===== src/rtl/xlat_pkg.sv =====
// Shared sizing defaults for the translation buffer.
// Assumes: page-number widths fit a single compare per line.
package xlat_pkg;
    localparam int XLAT_LINES_DEF = 8;
    localparam int XLAT_VPN_W_DEF = 22;
    localparam int XLAT_PPN_W_DEF = 12;
endpackage


===== src/rtl/xlat_line.sv =====
// One buffer line: valid flag, page-number tag and physical page number.
// It compares its tag against the lookup and fill page numbers.
// Assumes: clear has priority over write; write is one-hot across lines.
module xlat_line #(
    parameter int VPN_W = 22,
    parameter int PPN_W = 12
) (
    input  logic             clk,
    input  logic             rst_n,
    input  logic             clear,
    input  logic             wr_en,
    input  logic [VPN_W-1:0] wr_vpn,
    input  logic [PPN_W-1:0] wr_ppn,
    input  logic [VPN_W-1:0] lk_vpn,
    output logic             valid,
    output logic [PPN_W-1:0] ppn,
    output logic             lk_match,
    output logic             fill_match
);
    logic [VPN_W-1:0] tag_q;

    // Line state: emptied by reset or clear, loaded by a write.
    always_ff @(posedge clk) begin
        if (!rst_n || clear) begin
            valid <= 1'b0;
        end else if (wr_en) begin
            valid <= 1'b1;
        end
    end

    // Tag and payload: loaded on a write, kept otherwise.
    always_ff @(posedge clk) begin
        if (!rst_n) begin
            tag_q <= '0;
            ppn   <= '0;
        end else if (wr_en && !clear) begin
            tag_q <= wr_vpn;
            ppn   <= wr_ppn;
        end
    end

    // Tag compares for the lookup path and the fill path.
    always_comb begin
        lk_match   = valid && (tag_q == lk_vpn);
        fill_match = valid && (tag_q == wr_vpn);
    end

    AST_LINE_CLEAR: assert property (@(posedge clk) disable iff (!rst_n)
        clear |=> !valid);
endmodule


===== src/rtl/xlat_victim.sv =====
// Selects the line a new translation goes to: the lowest empty line,
// else the line named by a round-robin pointer that then steps on.
// Assumes: fill_go is only raised for fills with no resident match.
module xlat_victim #(
    parameter int LINES = 8
) (
    input  logic             clk,
    input  logic             rst_n,
    input  logic             flush,
    input  logic             fill_go,
    input  logic [LINES-1:0] valid_vec,
    output logic [LINES-1:0] sel
);
    localparam int IDX_W = (LINES > 1) ? $clog2(LINES) : 1;
    localparam logic [IDX_W-1:0] LAST = IDX_W'(LINES - 1);

    logic [IDX_W-1:0] ptr;
    logic [LINES-1:0] first_free;
    logic [LINES-1:0] ptr_oh;
    logic             have_free;

    // Find the lowest-numbered empty line.
    always_comb begin
        first_free = '0;
        have_free  = 1'b0;
        for (int i = 0; i < LINES; i++) begin
            if (!valid_vec[i] && !have_free) begin
                first_free[i] = 1'b1;
                have_free     = 1'b1;
            end
        end
    end

    // Decode the pointer into a line select.
    always_comb begin
        for (int i = 0; i < LINES; i++) begin
            ptr_oh[i] = (ptr == IDX_W'(i));
        end
    end

    // Choose the target line: an empty line first, otherwise the pointer.
    always_comb begin
        sel = have_free ? first_free : ptr_oh;
    end

    // Step the pointer on each eviction; flush sends it back to line 0.
    always_ff @(posedge clk) begin
        if (!rst_n || flush) begin
            ptr <= '0;
        end else if (fill_go && !have_free) begin
            ptr <= (ptr == LAST) ? '0 : ptr + 1'b1;
        end
    end

    AST_PTR_STEP: assert property (@(posedge clk) disable iff (!rst_n)
        (fill_go && !have_free && !flush) |=>
        (ptr == (($past(ptr) == LAST) ? '0 : $past(ptr) + 1'b1)));
    AST_PTR_HOLD: assert property (@(posedge clk) disable iff (!rst_n)
        (fill_go && have_free && !flush) |=> $stable(ptr));
    AST_FLUSH_PTR: assert property (@(posedge clk) disable iff (!rst_n)
        flush |=> (ptr == '0));
endmodule


===== src/rtl/xlat_pick.sv =====
// Merges the per-line match flags and payloads into one hit and one page.
// Assumes: at most one line matches, so an OR of gated payloads is exact.
module xlat_pick #(
    parameter int LINES = 8,
    parameter int PPN_W = 12
) (
    input  logic [LINES-1:0]            match_vec,
    input  logic [LINES-1:0][PPN_W-1:0] ppn_arr,
    output logic                        any_hit,
    output logic [PPN_W-1:0]            hit_ppn
);
    // OR the payload of the matching line; zero when nothing matches.
    always_comb begin
        hit_ppn = '0;
        for (int i = 0; i < LINES; i++) begin
            hit_ppn = hit_ppn | (ppn_arr[i] & {PPN_W{match_vec[i]}});
        end
        any_hit = |match_vec;
    end
endmodule


===== src/rtl/xlat_buffer.sv =====
// Fully associative translation buffer: registered lookup answer, fill port
// with in-place update, lowest-empty placement and round-robin eviction,
// and a one-cycle flush.
// Assumes: lookups read the contents held before the same cycle's writes.
module xlat_buffer
    import xlat_pkg::*;
#(
    parameter int LINES = XLAT_LINES_DEF,
    parameter int VPN_W = XLAT_VPN_W_DEF,
    parameter int PPN_W = XLAT_PPN_W_DEF
) (
    input  logic             clk,
    input  logic             rst_n,
    input  logic             lk_valid,
    input  logic [VPN_W-1:0] lk_vpn,
    input  logic             fill_en,
    input  logic [VPN_W-1:0] fill_vpn,
    input  logic [PPN_W-1:0] fill_ppn,
    input  logic             flush,
    output logic             rsp_valid,
    output logic             rsp_hit,
    output logic [PPN_W-1:0] rsp_ppn
);
    logic [LINES-1:0]            valid_vec;
    logic [LINES-1:0]            lk_hit_vec;
    logic [LINES-1:0]            fill_hit_vec;
    logic [LINES-1:0]            wr_vec;
    logic [LINES-1:0]            victim_sel;
    logic [LINES-1:0][PPN_W-1:0] ppn_arr;
    logic                        any_hit;
    logic [PPN_W-1:0]            hit_ppn;
    logic                        fill_resident;
    logic                        fill_go;

    // The line array: one instance per entry.
    for (genvar g = 0; g < LINES; g++) begin : g_line
        xlat_line #(.VPN_W(VPN_W), .PPN_W(PPN_W)) u_line (
            .clk        (clk),
            .rst_n      (rst_n),
            .clear      (flush),
            .wr_en      (wr_vec[g]),
            .wr_vpn     (fill_vpn),
            .wr_ppn     (fill_ppn),
            .lk_vpn     (lk_vpn),
            .valid      (valid_vec[g]),
            .ppn        (ppn_arr[g]),
            .lk_match   (lk_hit_vec[g]),
            .fill_match (fill_hit_vec[g])
        );
    end

    // Fill routing: a resident page rewrites its own line, else the victim.
    always_comb begin
        fill_resident = |fill_hit_vec;
        fill_go       = fill_en && !flush && !fill_resident;
        wr_vec        = (fill_en && !flush)
                      ? (fill_resident ? fill_hit_vec : victim_sel) : '0;
    end

    xlat_victim #(.LINES(LINES)) u_victim (
        .clk       (clk),
        .rst_n     (rst_n),
        .flush     (flush),
        .fill_go   (fill_go),
        .valid_vec (valid_vec),
        .sel       (victim_sel)
    );

    xlat_pick #(.LINES(LINES), .PPN_W(PPN_W)) u_pick (
        .match_vec (lk_hit_vec),
        .ppn_arr   (ppn_arr),
        .any_hit   (any_hit),
        .hit_ppn   (hit_ppn)
    );

    // Register the lookup answer one cycle after the request.
    always_ff @(posedge clk) begin
        if (!rst_n) begin
            rsp_valid <= 1'b0;
            rsp_hit   <= 1'b0;
            rsp_ppn   <= '0;
        end else begin
            rsp_valid <= lk_valid;
            rsp_hit   <= lk_valid && any_hit;
            rsp_ppn   <= (lk_valid && any_hit) ? hit_ppn : '0;
        end
    end

    AST_ONE_MATCH: assert property (@(posedge clk) disable iff (!rst_n)
        $onehot0(lk_hit_vec));
    AST_FILL_ONEHOT: assert property (@(posedge clk) disable iff (!rst_n)
        $onehot0(wr_vec));
    AST_RSP_TRACK: assert property (@(posedge clk) disable iff (!rst_n)
        lk_valid |=> rsp_valid);
    AST_RSP_QUIET: assert property (@(posedge clk) disable iff (!rst_n)
        !lk_valid |=> !rsp_valid);
    AST_MISS_ZERO: assert property (@(posedge clk) disable iff (!rst_n)
        (rsp_valid && !rsp_hit) |-> (rsp_ppn == '0));
    AST_IDLE_CLEAN: assert property (@(posedge clk) disable iff (!rst_n)
        !rsp_valid |-> (!rsp_hit && rsp_ppn == '0));
    AST_FLUSH_EMPTY: assert property (@(posedge clk) disable iff (!rst_n)
        flush |=> (valid_vec == '0));
endmodule


===== config.mk =====
export PLATFORM = sky130hd
export DESIGN_NAME = xlat_buffer
export DESIGN_NICKNAME = d
export VERILOG_FILES = /design/src/rtl/xlat_pkg.sv /design/src/rtl/xlat_line.sv /design/src/rtl/xlat_victim.sv /design/src/rtl/xlat_pick.sv /design/src/rtl/xlat_buffer.sv
export SDC_FILE = /design/constraint.sdc
export NUM_CORES = 1
export LEC_CHECK = 0
export BUFFER_PORTS_ARGS = -buffer_cell sky130_fd_sc_hd__buf_2
export CAP_MARGIN = 25
export CORE_AREA = 4 4 176 196
export CTS_BUF_LIST = sky130_fd_sc_hd__clkbuf_8
export CTS_CLUSTER_SIZE = 28
export DETAILED_ROUTE_END_ITERATION = 7
export DIE_AREA = 0 0 180 200
export HOLD_SLACK_MARGIN = 0.02
export PLACE_DENSITY = 0.71
export SETUP_SLACK_MARGIN = 0.1
export SYNTH_ARGS = -nofsm -noshare
export SYNTH_HDL_FRONTEND = slang
export SYNTH_SLANG_ARGS = --single-unit

===== constraint.sdc =====
create_clock -name clk -period 4.3 [get_ports clk]
set_input_delay 0 -clock clk [delete_from_list [all_inputs] [get_ports clk]]
set_output_delay 0 -clock clk [all_outputs]
set_load 0.005 [all_outputs]

# Yosys cells after proc, flatten, opt, wreduce, memory -nomap -nowiden

Index checks and enable logic that the tools add are counted.
W data, S select, Z words.

Register bits: 297
Output and inout bits: 14
Word-level logic and storage cells: 143
Bits of input ports: 61

Mux-type cells: 19
Bitwise logic cells: 15
Add/subtract/negate cells: 1
Reductions and logical operators: 57
Equal/unequal tests: 23

Operators with widths:

| cell                  | number |
|---|---|
| $eq A22 B22 Y1        | 16 |
| $and A12 B12 Y12      | 8 |
| $or A12 B12 Y12       | 7 |
| $logic_and A1 B1 Y1   | 35 |
| $mux W8               | 3 |
| $logic_not A1 Y1      | 17 |
| $reduce_or A8 Y1      | 2 |
| $mux W1               | 15 |
| $eq A3 B3 Y1 const B  | 4 |
| $eq A3 B2 Y1 const B  | 2 |
| $add A3 B1 Y3 const B | 1 |
| $eq A3 B1 Y1 const B  | 1 |
| $logic_not A3 Y1      | 1 |
| $mux W3               | 1 |
| $reduce_and A2 Y1     | 1 |
| $logic_or A1 B1 Y1    | 1 |

# Logic depth before layout (Yosys ltp)

Word-level depth: 25
Depth in mapped cells: 12
Depth with buffers taken out: 9

# Modules after synthesis

A second synthesis with hierarchy kept.

Cell total of the unflattened synthesis: 1880
Area, all modules: 15861.5 sq um

Modules (own cells, without submodules):

| module      | cells an instance | area each (sq um) | times used | seq. area each (sq um) |
|---|---|---|---|---|
| xlat_line   | 212               | 1796.7            | 8          | 700.7 |
| xlat_buffer | 59                | 573.0             | 1          | 280.3 |
| xlat_pick   | 71                | 504.2             | 1          | 0.0 |
| xlat_victim | 54                | 410.4             | 1          | 60.1 |

# Worst setup path before layout

Ideal clock, no wire load.

Path type: flip-flop to flip-flop
Start point: reg g_line[1].u_line.tag_q[21]
End point: reg g_line[5].u_line.valid
Period minus slack after synthesis: 2.650 ns
Library setup time: 0.115 ns
Path slack: 1.650 ns
Path buffers: 2
Data required time: 4.185 ns
Data arrival time: 2.535 ns
Stages on the path, launching flop included: 11
Cells stage by stage: dfxtp_1 > xor2_1 > or4_1 > or4_1 > nor3_4 > nor2_1 > nand4_2 > o22ai_1 > buf_2 > buf_6 > o21a_1

Cells in the longest elaborated chain, start to end: 5

RTL lines:

| element                | RTL line          | text |
|---|---|---|
| from (decl)            | xlat_line.sv:20   | `logic [VPN_W-1:0] tag_q;` |
| from (signal assigned) | xlat_line.sv:37   | `tag_q <= wr_vpn;` |
| $eq A22 B22 Y1         | xlat_line.sv:45   | `fill_match = valid && (tag_q == wr_vpn);` |
| $logic_and A1 B1 Y1    | xlat_line.sv:45   |  |
| $reduce_or A8 Y1       | xlat_buffer.sv:54 | `fill_resident = \|fill_hit_vec;` |
| $mux W8 (2 in a row)   | xlat_buffer.sv:57 | `? (fill_resident ? fill_hit_vec : victim_sel) : '0;` |
| to (signal assigned)   | xlat_line.sv:25   | `valid <= 1'b0;` |
| to (signal assigned)   | xlat_line.sv:27   | `valid <= 1'b1;` |
| to (decl)              | xlat_line.sv:15   | `output logic valid,` |

Every way passes these cells.
A chain may end at the register's enable or synchronous reset.

# Worst setup path in the final report

Start point: reg g_line[7].u_line.tag_q[1]
End point: reg g_line[1].u_line.ppn[3]

Cells in the longest elaborated chain, start to end: 6

RTL lines:

| element                | RTL line          | text |
|---|---|---|
| from (decl)            | xlat_line.sv:20   |  |
| from (signal assigned) | xlat_line.sv:37   |  |
| $eq A22 B22 Y1         | xlat_line.sv:45   |  |
| $logic_and A1 B1 Y1    | xlat_line.sv:45   |  |
| $reduce_or A8 Y1       | xlat_buffer.sv:54 |  |
| $mux W8 (2 in a row)   | xlat_buffer.sv:57 |  |
| $logic_and A1 B1 Y1    | xlat_line.sv:36   | `end else if (wr_en && !clear) begin` |
| to (signal assigned)   | xlat_line.sv:38   | `ppn <= wr_ppn;` |
| to (decl)              | xlat_line.sv:16   | `output logic [PPN_W-1:0] ppn,` |

Every way passes these cells.

==> reports/metrics.yaml <==
worstMarginPinSlew_ns: 1.070
hpwl_um: 38630
synthTopCellsByArea: "dfxtp_1, mux2i_1, xor2_1"
power_mw: 6.289
syn_inst: 1844
ios: 75
fin_crit_ns: 3.473
rsz0062_at_grt: "false"
required_ns: 4.77
route.vias.total: 14687
fillers: 2966
path_class: "reg -> reg"
rr_worst_depth: 10
endpoint_kind: "register"
synth_area_um2: 16070
die_w_um: 180
ys_warn_count: 0
grt_max_degree: 106
pre_cts_slack_ns: 0.9166
slowest_delay_ns: 0.56
vdd_drop_max_v: 0.0002865
rrSetupSlack_ns: 0.83
stdcell_area_um2: 18240
crit_start: "g_line[7].u_line.tag_q[1]$_SDFFE_PN0P_"
rows: 70
setup_viol: 0
clkTransAtPathRegs_ns: 0.06
report.final.hold_viol_count: 0
ys_types: 53
gr-total-overflow: 0
critPathMaxFanout: 34
netlist.area_leader.share_pct: 37.00
synth_ff_type: "dfxtp_1"
async_flop_share_pct: 0
cpMaxStageDelayCell: "dlygate4sd3_1"
dpl_cell_area_um2: 16650
dr.pass1.iters: 6
maxCapViolCount: 0
ys_seq_area_share_pct: 37.00
worstPathArrival_ns: 3.95
crit_end: "g_line[1].u_line.ppn[3]$_SDFFE_PN0P_"
cts-root-buf: "clkbuf_8"
cts_resized: 0
drv_slew: 0
layout_commonest_cell: "dfxtp_1"
cts_tree: "yes"
drt_iter0_drc: 1618
p_per_area_nw_per_um2: 344.8
insertion_delay_ns: 0.63
cts_setup_buffers: 0
avgSynthCellArea_um2: 8.715
grt_pass1_wl_um: 88520
routedWlPerCell_um: 24.96
layout-drive-gt1-share_pct: 11.63
h-tree-depth: 2
fin_nets: 1959
synth-edff-count: 0
cts_made_buffers: 51
final_cell_mix: "dfxtp_1, nand2_1, xor2_1"
yosysTopAreaCell: "dfxtp_1"
cellLeakagePower_nw: 6.637
ys_seq_elements: 297
fmax_ghz: 0.2879
hold_path.class: "in -> reg"
setup_slack_ns: 0.8266
critPathLaunchType: "register"
antenna_found_initial: 3
slew_headroom_pct: 28.67
period_share_pct: 80.78
die_h_um: 200
place_congestion: 1.026
areaGrowthSynthToFinish_pct: 13.48
clock-sinks: 297
rr_endpoint: "g_line[1].u_line.ppn[3]$_SDFFE_PN0P_"
r2r_start: "g_line[7].u_line.tag_q[1]$_SDFFE_PN0P_"
viasPerCell: 6.208
final_antenna_net_count: 0
core_area_um2: 32670
clk_path_buf_depth: 3
finalClockSkew_ns: 0.04270
crit_chain: "xor2_1 > or3_1 > or4_1 > nor3_2 > nor4_2 > a21o_1 > buf_4 > nand3_1 > dlygate4sd3_1 > a21oi_1"
grt_pass1_vias: 14287
fp.dieArea_um2: 36000
routed_wl_um: 59060
start_util_pct: 49.19
synth_nets: 1911
tns_ns: 0
outcome: "finished, final reports clean"
n_antenna_cell: 0
route.detailed.drc: 0
grt_usage_pct: 31.89
port_buffers: 74
-- layout make-up --
cell class | count | area [µm²] | area share (%)
repair buffers | 150 | 1065 | 5.838
inverters | 7 | 27.53 | 0.1509
clock inverters | 25 | 210.2 | 1.153
multi-input cells | 1385 | 9485 | 52.01
flip-flops and latches | 297 | 5946 | 32.60
clock buffers | 70 | 963.4 | 5.283
well taps | 432 | 540.5 | 2.964
-- metrics by stage --
step	utilization (%)	std cells	hold slack, ns
after floorplan	-	1844	0.1379
after global routing	55.83	2366	0.1459
final	55.83	2366	0.1468
after CTS	55.74	2365	0.1057
after global placement	50.95	2231	0.2897
after detailed placement	50.95	2231	0.2912
-- kinds of logic (layout without fill, tap and decap cells) --
logic type | after synthesis | after routing | synth area share (%)
AO/OA/AOI/OAI | 300 | 300 | 10.76
XOR/XNOR | 353 | 353 | 19.24
adder cells (fa/ha/maj) | 6 | 6 | 0.4671
buffers and inverters | 162 | 252 | 4.679
flip-flops | 297 | 297 | 37.00
multiplexers | 170 | 170 | 10.59
AND/OR/NAND/NOR | 556 | 556 | 17.27
-- routing by layer --
layer | up-vias | routed length (µm) | global-route usage, %
li1 | 6575 | - | -
met1 | 7056 | 23230 | 41.51
met2 | 839 | 26150 | 50.67
met3 | 213 | 6209 | 6.850
met4 | 4 | 3454 | 15.98
met5 | - | 26 | 0
-- where the power goes --
| group | internal [mW] | switching [mW] |
|---|---|---|
| clock network | 1.59 | 1.26 |
| registers | 2.77 | 0.0216 |
| logic | 0.192 | 0.448 |
-- synth_stat cells, drive strengths merged, types with 5 or more instances --
cell type,instances
a31oi,17
mux2i,170
a22o,12
o21ai,107
nor3,32
buf,60
dfxtp,297
a221oi,12
inv,7
nor2,21
nand2,223
xnor2,163
ha,6
xor2,190
clkbuf,95
nor4,51
nor2b,5
a22oi,24
a21oi,111
or4,6
nand4,71
nor4b,8
nand3,115
-- state kept, by name, indices dropped and copies added (netlist names) --
signal and flops:
u_victim.ptr 3, g_line.u_line.ppn 96, g_line.u_line.valid 8, rsp_hit 1, rsp_valid 1, rsp_ppn 12, g_line.u_line.tag_q 176
-- worst max-delay path: cells and delay by family (launching register included) --
| kind | cells | cell delay (ns) |
|---|---|---|
| buffers and inverters | 2 | 0.83 |
| and+or+nand+nor | 5 | 1.56 |
| DFF | 1 | 0.50 |
| AOI/OAI and AO/OA | 2 | 0.27 |
| xor gates and xnor gates | 1 | 0.13 |
-- what timing repair did --
action	CTS	global route
setup endpoints to repair	0	0
hold buffers	39	0
hold endpoints to repair	200	0
-- how the worst min path moves through the flow --
| stage | start | to | slack [ns] | cells past startpoint |
|---|---|---|---|---|
| after detailed placement | lk_valid | rsp_valid$_SDFF_PN0_ | 0.29 | 2 |
| after global routing | fill_en | g_line[0].u_line.tag_q[11]$_SDFFE_PN0P_ | 0.15 | 5 |
| final | fill_en | g_line[0].u_line.tag_q[11]$_SDFFE_PN0P_ | 0.15 | 5 |
| after floorplan | lk_valid | rsp_valid$_SDFF_PN0_ | 0.14 | 1 |
| after CTS | fill_en | g_line[0].u_line.tag_q[11]$_SDFFE_PN0P_ | 0.11 | 5 |
| after global placement | fill_ppn[6] | g_line[3].u_line.ppn[6]$_SDFFE_PN0P_ | 0.29 | 3 |
Power figures use the tool's default switching activity.
